[src/rtl/hs_occ_pkg.sv]
`timescale 1ns/1ps
// Package: shared event type for the occupancy monitor.
// Assumes nothing beyond a two-wire handshake, one wire per direction.
package hs_occ_pkg;

    // Kind of handshake activity seen in one sampling clock.
    typedef enum logic [1:0] {
        EV_NONE  = 2'b00,
        EV_FILL  = 2'b01,
        EV_DRAIN = 2'b10,
        EV_BOTH  = 2'b11
    } ev_kind_t;

    // Map the per-wire toggle indications to an event kind.
    function automatic ev_kind_t classify_ev(input logic fill_tgl, input logic drain_tgl);
        ev_kind_t k;
        unique case ({drain_tgl, fill_tgl})
            2'b01:   k = EV_FILL;
            2'b10:   k = EV_DRAIN;
            2'b11:   k = EV_BOTH;
            default: k = EV_NONE;
        endcase
        return k;
    endfunction

endpackage

[src/rtl/hs_toggle_det.sv]
`timescale 1ns/1ps
// Module: hs_toggle_det
// Flags a change of level on each of N wires. Each wire is compared with
// its own copy registered at the previous rising edge.
// Assumes the wires are already synchronous to clk. On reset, every copy
// takes the level 0.
module hs_toggle_det #(
    parameter int N = 2
) (
    input  logic         clk,
    input  logic         rst_n,
    input  logic [N-1:0] lvl,
    output logic [N-1:0] tgl
);

    logic [N-1:0] lvl_q;

    for (genvar g = 0; g < N; g++) begin : g_wire
        // Hold the level of wire g as it was at the last edge.
        always_ff @(posedge clk) begin
            if (!rst_n) lvl_q[g] <= 1'b0;
            else        lvl_q[g] <= lvl[g];
        end

        // Wire g toggled since the last edge.
        assign tgl[g] = lvl[g] ^ lvl_q[g];
    end

endmodule

[src/rtl/hs_occ_track.sv]
`timescale 1ns/1ps
// Module: hs_occ_track
// Keeps the occupancy count within 0..DEPTH. It flags an event that would
// leave that range and does not apply it.
// Assumes at most one fill and one drain event per clock.
module hs_occ_track
    import hs_occ_pkg::*;
#(
    parameter int DEPTH = 3,
    parameter int CNT_W = $clog2(DEPTH + 1)
) (
    input  logic             clk,
    input  logic             rst_n,
    input  ev_kind_t         ev,
    output logic [CNT_W-1:0] occ,
    output logic             ovf_hit,
    output logic             unf_hit
);

    localparam logic [CNT_W-1:0] FULL  = CNT_W'(DEPTH);
    localparam logic [CNT_W-1:0] EMPTY = '0;
    localparam logic [CNT_W-1:0] STEP  = CNT_W'(1);

    logic [CNT_W-1:0] occ_nxt;
    logic             is_full;
    logic             is_empty;

    assign is_full  = (occ == FULL);
    assign is_empty = (occ == EMPTY);

    // Work out the next count and any range violation for this clock.
    always_comb begin
        occ_nxt = occ;
        ovf_hit = 1'b0;
        unf_hit = 1'b0;
        unique case (ev)
            EV_FILL: begin
                if (is_full) ovf_hit = 1'b1;
                else         occ_nxt = occ + STEP;
            end
            EV_DRAIN: begin
                if (is_empty) unf_hit = 1'b1;
                else          occ_nxt = occ - STEP;
            end
            EV_BOTH: begin
                ovf_hit = is_full;
                unf_hit = is_empty;
            end
            default: occ_nxt = occ;
        endcase
    end

    // Register the count.
    always_ff @(posedge clk) begin
        if (!rst_n) occ <= EMPTY;
        else        occ <= occ_nxt;
    end

endmodule

[src/rtl/hs_err_latch.sv]
`timescale 1ns/1ps
// Module: hs_err_latch
// Sticky error flags. A hit pulse sets its flag, and only reset clears it.
// Assumes the hit pulses are single-cycle and synchronous to clk.
module hs_err_latch (
    input  logic clk,
    input  logic rst_n,
    input  logic ovf_hit,
    input  logic unf_hit,
    output logic ovf_err,
    output logic unf_err
);

    // Accumulate violations until reset.
    always_ff @(posedge clk) begin
        if (!rst_n) begin
            ovf_err <= 1'b0;
            unf_err <= 1'b0;
        end else begin
            ovf_err <= ovf_err | ovf_hit;
            unf_err <= unf_err | unf_hit;
        end
    end

endmodule

[src/rtl/hs_occ_monitor.sv]
`timescale 1ns/1ps
// Module: hs_occ_monitor (top)
// Tracks how many items a two-phase pipeline stage holds by watching its
// request-in and acknowledge-out wires, and flags protocol violations.
// Assumes both wires are synchronous to clk and held low during reset.
module hs_occ_monitor
    import hs_occ_pkg::*;
#(
    parameter int DEPTH = 3,
    parameter int CNT_W = $clog2(DEPTH + 1)
) (
    input  logic             clk,
    input  logic             rst_n,
    input  logic             req_lvl,
    input  logic             ack_lvl,
    output logic [CNT_W-1:0] occ,
    output logic             ovf_err,
    output logic             unf_err
);

    logic [1:0] tgl;
    ev_kind_t   ev;
    logic       ovf_hit;
    logic       unf_hit;

    hs_toggle_det #(.N(2)) det_i (
        .clk   (clk),
        .rst_n (rst_n),
        .lvl   ({ack_lvl, req_lvl}),
        .tgl   (tgl)
    );

    // Combine the two toggle bits into one event kind.
    assign ev = classify_ev(tgl[0], tgl[1]);

    hs_occ_track #(.DEPTH(DEPTH), .CNT_W(CNT_W)) trk_i (
        .clk     (clk),
        .rst_n   (rst_n),
        .ev      (ev),
        .occ     (occ),
        .ovf_hit (ovf_hit),
        .unf_hit (unf_hit)
    );

    hs_err_latch err_i (
        .clk     (clk),
        .rst_n   (rst_n),
        .ovf_hit (ovf_hit),
        .unf_hit (unf_hit),
        .ovf_err (ovf_err),
        .unf_err (unf_err)
    );

endmodule

[config.mk]
export PLATFORM = sky130hd
export DESIGN_NAME = hs_occ_monitor
export DESIGN_NICKNAME = d
export VERILOG_FILES = /design/src/rtl/hs_occ_pkg.sv /design/src/rtl/hs_toggle_det.sv /design/src/rtl/hs_occ_track.sv /design/src/rtl/hs_err_latch.sv /design/src/rtl/hs_occ_monitor.sv
export SDC_FILE = /design/constraint.sdc
export NUM_CORES = 1
export LEC_CHECK = 0
export BUFFER_PORTS_ARGS = -buffer_cell sky130_fd_sc_hd__buf_2
export CAP_MARGIN = 20
export CORE_AREA = 2 2 39 41
export DETAILED_ROUTE_END_ITERATION = 10
export DIE_AREA = 0 0 41 43
export PLACE_DENSITY = 0.48
export SETUP_SLACK_MARGIN = 0.4
export SYNTH_ARGS = -nofsm -noshare
export SYNTH_HDL_FRONTEND = slang
export SYNTH_SLANG_ARGS = --single-unit
export TNS_END_PERCENT = 10
[constraint.sdc]
create_clock -name clk -period 2.81 [get_ports clk]
set_input_delay 0.4215 -clock clk [delete_from_list [all_inputs] [get_ports clk]]
set_output_delay 0.4215 -clock clk [all_outputs]
set_load 0.05 [all_outputs]
==> results.json, run 1 <==
{
  "post-synth-top-area-cell": "sky130_fd_sc_hd__dfxtp_1",
  "gr-usage-all-layers_pct": 7.236,
  "r2r_slack_ps": 1400,
  "final_max_slew_viol_count": 0,
  "synth_sequential_area_ratio_pct": 41.03,
  "post_cts_setup_inserts": 0,
  "synth.lib_cells_used.distinct": 17,
  "p_per_area_nw_per_um2": 665.4,
  "dp.cells": 53,
  "cp_slowest_stage_delay_ps": 340,
  "vias_per_cell": 4.304,
  "htreeDepth": 1,
  "wl_per_cell_um": 8.482,
  "grt_pass1_vias": 198,
  "post_route_standard_cell_area_excluding_fillers_sq_um": 370.4,
  "worst-path-buf-inv": 1,
  "worst_ir_drop_vdd_mv": 0.1925,
  "clock_slew_at_the_register_clock_pins_of_the_worst_setup_and_hold_paths_ps": 50,
  "antenna_violating_nets_post_route": 0,
  "clk_root_buffer_cell": "sky130_fd_sc_hd__clkbuf_4",
  "critical_path.reg2reg.startpoint": "det_i.lvl_q[0]$_SDFF_PN0_",
  "number_of_clock_buffers_inserted_by_tritoncts": 3,
  "drt_drc_violations_left": 0,
  "globalplace.congestion": 0.6234,
  "critPathSlowestCell": "sky130_fd_sc_hd__ha_1",
  "floorplan.die.width_um": 41,
  "setup.worst_path.end": "trk_i.occ[1]$_SDFFE_PN0P_",
  "tightestPinTransition_ps": 249.2,
  "multi_input_area_sq_um": 161.4,
  "drv.max_cap_violation_count": 0,
  "finish.cell_count_without_fillers": 56,
  "setup.worst_path.start": "det_i.lvl_q[0]$_SDFF_PN0_",
  "max_slew_margin_pct": 83.24,
  "worst-endpoint-required_ps": 2930,
  "fill_cells": 157,
  "wirelength_um": 475,
  "setup_tns_ps": 0,
  "detailed_place.area_sq_um": 347.8,
  "number_of_synthesized_register_bits": 6,
  "layout.cells.most_common": "sky130_fd_sc_hd__buf_2",
  "max_freq_mhz": 710.3,
  "dr_total_vias": 241,
  "critical_path_cell_count": 6,
  "report.final.hold_viol_count": 0,
  "timing.rr.end": "trk_i.occ[1]$_SDFFE_PN0P_",
  "synthesis.area_sq_um": 292.8,
  "min_path_type": "in2reg",
  "wire_length_of_the_first_global_routing_pass_um": 772,
  "area_growth_pct": 26.50,
  "leakage_power_of_the_design_nw": 0.1761,
  "cp_cell_sequence": "xnor2_2 > inv_1 > ha_1 > nand2b_1 > a21oi_1 > nor3_1",
  "hold_buf_cts": 0,
  "critPathKind": "reg2reg",
  "setup-violations-final": 0,
  "most-common-layout-cells": "7 x sky130_fd_sc_hd__buf_2, 6 x sky130_fd_sc_hd__dfxtp_1, 3 x sky130_fd_sc_hd__inv_1, 3 x sky130_fd_sc_hd__clkbuf_4",
  "buffer_ports.inserted": 7,
  "gr-total-overflow": 0,
  "die_height_um": 43,
  "cts.sinks": 6,
  "drtIter0Drc": 4,
  "diodes": 0,
  "cp_data_arrival_time_ps": 1530,
  "insertion_delay_to_the_later_sink_of_the_worst_skew_pair_ps": 240,
  "die_area_sq_um": 1763,
  "yosys_warnings": 0,
  "cts.repair.resized": 0,
  "startpoint_type": "flip-flop",
  "area.sequential_sq_um": 120.1,
  "critical_path.top_delay_family": "adder cells",
  "rsz0062_at_grt": "false",
  "cts_tree": "built",
  "grt_max_degree": 8,
  "clock_skew_ps": 7.056,
  "initial_core_util_pct": 21.16,
  "whs_ps": 423.7,
  "synth_top_area_share_pct": 41.03,
  "avgSynthCellArea_sq_um": 9.759,
  "outcome": "finished, final reports clean",
  "synth.area.top_cells": "sky130_fd_sc_hd__dfxtp_1 41%, sky130_fd_sc_hd__xnor2_2 11%, sky130_fd_sc_hd__ha_1 8.5%, sky130_fd_sc_hd__o21a_1 5.1%, sky130_fd_sc_hd__inv_1 3.8%",
  "worstRegToRegCells": 6,
  "post_route_cells_drive_above_1_share_pct": 35.00,
  "syn-instance-count": 30,
  "cp-end-kind": "flip-flop",
  "finalCriticalPeriod_ps": 1408,
  "final_nets": 48,
  "drt_first_pass_iters": 4,
  "row_count": 14,
  "period_share_pct": 50.10,
  "num_io_pins": 8,
  "grt_antenna_before_repair": 0,
  "core_area_sq_um": 1384,
  "postSynthNetCount": 36,
  "clockBufferDepth": 2,
  "hpwl_detailed_um": 366.4,
  "crit_path_max_fanout": 5
}
==> state kept, by name (all words and copies together) (netlist names) <==
name           cells
err_i.ovf_err      1
det_i.lvl_q        2
err_i.unf_err      1
trk_i.occ          2
==> metal layers <==
layer	GRT usage (%)	vias to the layer above	wire length (um)
li1	-	122	-
met4	10.00	0	0
met2	6.875	10	226
met1	9.032	109	198
met3	3.665	0	49
met5	0	-	0
==> worst reg2reg max path, delay by kind of cell (launching register included) <==
kind | cells | cell delay, ps
AO/OA/AOI/OAI | 1 | 140
XOR/XNOR | 1 | 200
adder cells (fa/ha/maj) | 1 | 340
buffers and inverters | 1 | 60
flip-flops | 1 | 320
AND/OR/NAND/NOR | 2 | 230
==> power by group <==
part	internal (mW)	switching (mW)	leakage, nW
combinational	0.0248	0.0422	0.113
sequential	0.0935	0.00829	0.0495
clock	0.0482	0.0294	0.0138
==> cells by family after synthesis <==
| kind of cell | after synthesis | share of synthesized area [%] |
|---|---|---|
| simple gates | 11 | 21.80 |
| compound gates | 6 | 13.67 |
| flops | 6 | 41.03 |
| buf+inv | 3 | 3.846 |
| xor+xnor | 2 | 11.11 |
| fa+ha+maj | 2 | 8.546 |
==> layout make-up <==
class | count | area share (%)
Timing Repair Buffer | 7 | 9.459
Sequential cell | 6 | 32.43
Clock buffer | 3 | 6.081
Multi-Input combinational cell | 21 | 43.58
Inverter | 3 | 3.041
Tap cell | 16 | 5.405
==> worst min path at each step <==
| stage | start | endpoint | slack (ps) | depth (start not counted) |
|---|---|---|---|---|
| 3_3_place_gp | err_i.unf_err$_SDFF_PN0_ | err_i.unf_err$_SDFF_PN0_ | 440 | 1 |
| 2_1_floorplan | rst_n | err_i.ovf_err$_SDFF_PN0_ | 540 | 1 |
| 4_1_cts | req_lvl | det_i.lvl_q[0]$_SDFF_PN0_ | 410 | 2 |
| 3_5_place_dp | err_i.ovf_err$_SDFF_PN0_ | err_i.ovf_err$_SDFF_PN0_ | 450 | 1 |
| 6_report | req_lvl | det_i.lvl_q[0]$_SDFF_PN0_ | 420 | 2 |
| 5_1_grt | req_lvl | det_i.lvl_q[0]$_SDFF_PN0_ | 420 | 2 |
==> cells in the mapped netlist, drive strengths merged <==
cell type  number
ha              2
xnor2           2
nor2            2
dfxtp           6
o21a            2
o21ai           1
inv             3
o211a           1
and2            2
nand2b          1
nand3b          1
a21oi           2
nand2           2
nor4            1
nor3            2
==> through the flow <==
stage	power [mW]	util (%)	setup slack (ps)
6_report	0.2464	26.76	1402
2_1_floorplan	0.1558	-	1399
5_1_grt	0.2677	26.76	1316
3_3_place_gp	0.1718	25.14	1192
3_5_place_dp	0.1714	25.14	1183
4_1_cts	0.2537	26.76	1378
Note: power is estimated with default switching activity, not from simulation.
==> run 2: changes to the inputs <==
==> constraint.sdc (replaced) <==
create_clock -name clk -period 1.4 [get_ports clk]
set_input_delay 0.21 -clock clk [delete_from_list [all_inputs] [get_ports clk]]
set_output_delay 0.21 -clock clk [all_outputs]
set_load 0.05 [all_outputs]
==> results.json, run 2 (synthesis results as in run 1) <==
{
  "reg.largest.list": "det_i.lvl_q (2), trk_i.occ (2)",
  "wire_length_of_the_first_global_routing_pass_um": 1069,
  "grt_max_degree": 8,
  "setup_tns_ps": 0,
  "dr_total_vias": 243,
  "utilization_pct": 32.55,
  "htreeDepth": 1,
  "cp-end-kind": "flip-flop",
  "tightestPinTransition_ps": 245.1,
  "core_area_sq_um": 1384,
  "rsz0062_at_grt": "true",
  "p_per_area_nw_per_um2": 1239,
  "diodes": 0,
  "fill_cells": 138,
  "vias_per_cell": 4.190,
  "gr-total-overflow": 0,
  "drt_first_pass_iters": 3,
  "worst_ir_drop_vdd_mv": 0.4860,
  "die_height_um": 43,
  "die_area_sq_um": 1763,
  "preCtsSetupSlack_ps": 72.51,
  "globalplace.congestion": 0.6391,
  "clk_root_buffer_cell": "sky130_fd_sc_hd__clkbuf_4",
  "most-common-layout-cells": "7 x sky130_fd_sc_hd__buf_2, 4 x sky130_fd_sc_hd__dfxtp_1, 3 x sky130_fd_sc_hd__clkbuf_4",
  "buffer_ports.inserted": 7,
  "hold_buf_cts": 0,
  "min_path_type": "in2reg",
  "drtIter0Drc": 5,
  "drt_drc_violations_left": 0,
  "whs_ps": 218.5,
  "post-route-worst-setup-slack_ps": 156.8,
  "r2r_slack_ps": 160,
  "wirelength_um": 572,
  "grt_antenna_before_repair": 0,
  "post_route_standard_cell_area_excluding_fillers_sq_um": 450.4,
  "area_growth_pct": 53.85,
  "worst-endpoint-required_ps": 1530,
  "cts_tree": "built",
  "initial_core_util_pct": 21.16,
  "grt_pass1_vias": 239,
  "max_freq_mhz": 804.4,
  "insertion_delay_to_the_later_sink_of_the_worst_skew_pair_ps": 240,
  "floorplan.die.width_um": 41,
  "clock_slew_at_the_register_clock_pins_of_the_worst_setup_and_hold_paths_ps": 50,
  "leakage_power_of_the_design_nw": 0.1925,
  "finish.cell_count_without_fillers": 58,
  "clock_skew_ps": 3.291,
  "setup-violations-final": 0,
  "wl_per_cell_um": 9.862,
  "worstRegToRegCells": 5,
  "max_slew_margin_pct": 83.64,
  "finalCriticalPeriod_ps": 1243,
  "detailed_place.area_sq_um": 376.6,
  "final_nets": 50,
  "report.final.hold_viol_count": 0,
  "hold_path_depth": 2,
  "post_route_cells_drive_above_1_share_pct": 59.52,
  "final_max_slew_viol_count": 0,
  "gr-usage-all-layers_pct": 9.869,
  "layout.cells.most_common": "sky130_fd_sc_hd__buf_2",
  "outcome": "finished, final reports clean",
  "total_power_mw": 0.5583,
  "cp_data_arrival_time_ps": 1370,
  "row_count": 14,
  "critPathKind": "reg2reg",
  "drv.max_cap_violation_count": 0,
  "startpoint_type": "flip-flop",
  "cts.sinks": 6,
  "antenna_violating_nets_post_route": 0,
  "num_io_pins": 8,
  "period_share_pct": 88.80,
  "number_of_clock_buffers_inserted_by_tritoncts": 3,
  "hpwl_detailed_um": 377.6,
  "clockBufferDepth": 2,
  "dp.cells": 53,
  "crit_path_max_fanout": 5
}
-- run 2: critical path: stages, from the launching register on --
cell                       delay, ps
sky130_fd_sc_hd__dfxtp_2         340
sky130_fd_sc_hd__xnor2_4         220
sky130_fd_sc_hd__ha_4            260
sky130_fd_sc_hd__nand2b_4        140
sky130_fd_sc_hd__a21oi_2         120
sky130_fd_sc_hd__nor3_1           50
-- run 2: power by group --
group | internal (mW) | leakage, nW | switching (mW) | total (mW)
Sequential | 0.188 | 0.0501 | 0.0202 | 0.208
Combinational | 0.0820 | 0.129 | 0.105 | 0.187
Clock | 0.0972 | 0.0138 | 0.0656 | 0.163
-- run 2: cell type report --
class                      instances  area (sq um)  area share, %
multi-input combinational         21         224.0          49.72
tap                               16         20.02          4.444
clock buffer                       3         22.52          5.000
timing repair buffer               9         50.05          11.11
sequential                         6         122.6          27.22
inverter                           3         11.26          2.500
-- run 2: path summary, 6_finish.rpt --
kind                               end                      start
max reg2reg  trk_i.occ[1]$_SDFFE_PN0P_  det_i.lvl_q[1]$_SDFF_PN0_
max          trk_i.occ[1]$_SDFFE_PN0P_  det_i.lvl_q[1]$_SDFF_PN0_
min reg2reg   err_i.unf_err$_SDFF_PN0_   err_i.unf_err$_SDFF_PN0_
min          det_i.lvl_q[0]$_SDFF_PN0_                    req_lvl
-- run 2: what timing repair did --
item | 4_1_cts | 5_1_grt
gates cloned | 0 | 0
pin swaps | 5 | 5
resized for setup | 5 | 2
setup buffers | 2 | 0
endpoints found under the setup margin | 6 | 7
-- run 2: metal layers --
| layer | up-vias | routed length (um) | track usage [%] |
|---|---|---|---|
| met2 | 6 | 295 | 12.81 |
| met3 | 2 | 34 | 3.141 |
| met1 | 107 | 233 | 11.69 |
| li1 | 128 | - | - |
| met5 | - | 0 | 0 |
| met4 | 0 | 9 | 10.00 |
==> run 3: changes to the inputs <==
==> constraint.sdc (replaced) <==
create_clock -name clk -period 1.4 [get_ports clk]
set_input_delay 0.07 -clock clk [delete_from_list [all_inputs] [get_ports clk]]
set_output_delay 0.07 -clock clk [all_outputs]
set_load 0.05 [all_outputs]
==> results.json, run 3 (synthesis results as in run 1) <==
{
  "outcome": "finished, final reports clean",
  "tightestPinTransition_ps": 260.0,
  "cts.sinks": 6,
  "wire_length_of_the_first_global_routing_pass_um": 959,
  "final_nets": 50,
  "dr_total_vias": 247,
  "final_max_slew_viol_count": 0,
  "clockBufferDepth": 2,
  "cp_slowest_stage_delay_ps": 330,
  "critPathKind": "reg2reg",
  "hpwl_detailed_um": 396.3,
  "floorplan.die.width_um": 41,
  "max_slew_margin_pct": 82.64,
  "crit_path_max_fanout": 4,
  "p_per_area_nw_per_um2": 1231,
  "row_count": 14,
  "critPathSlowestCell": "sky130_fd_sc_hd__dfxtp_2",
  "gr-total-overflow": 0,
  "finalCriticalPeriod_ps": 1248,
  "grt_max_degree": 8,
  "num_io_pins": 8,
  "drtIter0Drc": 0,
  "sw_frac_of_total_pct": 34.25,
  "total_power_mw": 0.5605,
  "max_freq_mhz": 801.5,
  "area_growth_pct": 55.56,
  "whs_ps": 75.32,
  "globalplace.congestion": 0.6490,
  "vias_per_cell": 4.259,
  "grt_pass1_vias": 224,
  "hold_path_depth": 2,
  "core_area_sq_um": 1384,
  "report.final.hold_viol_count": 0,
  "cts_tree": "built",
  "grt_antenna_before_repair": 0,
  "power.share.combinational_pct": 33.8,
  "wl_per_cell_um": 9.586,
  "switchingPower_mw": 0.1920,
  "clock_skew_ps": 7.834,
  "hold_buf_cts": 0,
  "drt_drc_violations_left": 0,
  "drv.max_cap_violation_count": 0,
  "diodes": 0,
  "initial_core_util_pct": 21.16,
  "most-common-layout-cells": "7 x sky130_fd_sc_hd__buf_2, 4 x sky130_fd_sc_hd__dfxtp_1, 3 x sky130_fd_sc_hd__clkbuf_4",
  "worst-endpoint-required_ps": 1530,
  "clock_slew_at_the_register_clock_pins_of_the_worst_setup_and_hold_paths_ps": 50,
  "number_of_clock_buffers_inserted_by_tritoncts": 3,
  "min_path_type": "in2reg",
  "post_route_cells_drive_above_1_share_pct": 61.90,
  "rsz0062_at_grt": "true",
  "worst_ir_drop_vdd_mv": 0.5882,
  "setup_tns_ps": 0,
  "cp_cell_sequence": "xnor2_4 > inv_2 > ha_4 > nor4_4 > nor3_2",
  "buffer_ports.inserted": 7,
  "gr-usage-all-layers_pct": 9.155,
  "reg.largest.list": "det_i.lvl_q (2), trk_i.occ (2)",
  "leakage_power_of_the_design_nw": 0.1927,
  "antenna_violating_nets_post_route": 0,
  "p_int_mw": 0.3685,
  "die_height_um": 43,
  "period_share_pct": 89.12,
  "seq_power_share_pct": 37.2,
  "clk_root_buffer_cell": "sky130_fd_sc_hd__clkbuf_4",
  "htreeDepth": 1,
  "setup-violations-final": 0,
  "drt_first_pass_iters": 1,
  "die_area_sq_um": 1763,
  "wirelength_um": 556,
  "cp_data_arrival_time_ps": 1370,
  "clkPwrFrac_pct": 29.0,
  "layout.cells.most_common": "sky130_fd_sc_hd__buf_2",
  "worstRegToRegCells": 5,
  "startpoint_type": "flip-flop",
  "insertion_delay_to_the_later_sink_of_the_worst_skew_pair_ps": 240,
  "cp-end-kind": "flip-flop"
}
## run 3: cell count changes in the layout (fill, tap and decap cells not counted)
cell,before,now
sky130_fd_sc_hd__nor3_1,1,0
sky130_fd_sc_hd__nor3_2,1,2
sky130_fd_sc_hd__o21ai_0,1,0
sky130_fd_sc_hd__o21ai_1,0,1
## run 3: final timing paths
kind	slack [ps]	start	to
worst max-delay path	150	det_i.lvl_q[1]$_SDFF_PN0_	trk_i.occ[1]$_SDFFE_PN0P_
worst min-delay path	80	req_lvl	det_i.lvl_q[0]$_SDFF_PN0_
worst max register to register	150	det_i.lvl_q[1]$_SDFF_PN0_	trk_i.occ[1]$_SDFFE_PN0P_
worst min register to register	460	err_i.unf_err$_SDFF_PN0_	err_i.unf_err$_SDFF_PN0_
## run 3: layout make-up
class	instances	area (sq um)
repair buffers	9	50.05
clock buffers	3	22.52
inverters	3	11.26
fillers	145	928.4
flip-flops and latches	6	122.6
multi-input cells	21	229.0
well taps	16	20.02
## run 3: power by group through the flow
stage / clock, mW / sequential, mW / combinational [mW]
2_1_floorplan: 0 / 0.253 / 0.0738
3_3_place_gp: 0 / 0.211 / 0.150
6_report: 0.163 / 0.208 / 0.189
3_5_place_dp: 0 / 0.211 / 0.151
4_1_cts: 0.171 / 0.208 / 0.160
5_1_grt: 0.177 / 0.211 / 0.206
## run 3: metal layers
layer	track usage (%)	share of wire, %
met5	0	0
met3	4.712	5.2
met2	10.94	47
met1	10.36	45
met4	10.00	2.9
## run 3: per-stage QoR
| step | util, % | instance area, sq um | setup WS, ps | std cells |
|---|---|---|---|---|
| 6_report | 32.91 | 455.4 | 152.3 | 58 |
| 5_1_grt | 32.91 | 455.4 | 78.22 | 58 |
| 4_1_cts | 29.84 | 412.9 | 131.8 | 57 |
| 3_5_place_dp | 27.22 | 376.6 | 68.55 | 53 |
| 3_3_place_gp | 27.22 | 376.6 | 99.99 | 53 |
| 2_1_floorplan | - | 321.6 | 181.6 | 30 |
## run 3: worst max-delay path, delay by kind of cell (launching register included)
| kind | cells | cell delay, ps |
|---|---|---|
| buffers and inverters | 1 | 70 |
| DFF | 1 | 330 |
| adders and majority gates | 1 | 180 |
| xor gates and xnor gates | 1 | 220 |
| and+or+nand+nor | 2 | 330 |
## run 3: what timing repair did
item,CTS,global route
setup endpoints to repair,4,4
setup buffers,1,1
resized for setup,2,7
pin swaps,4,4
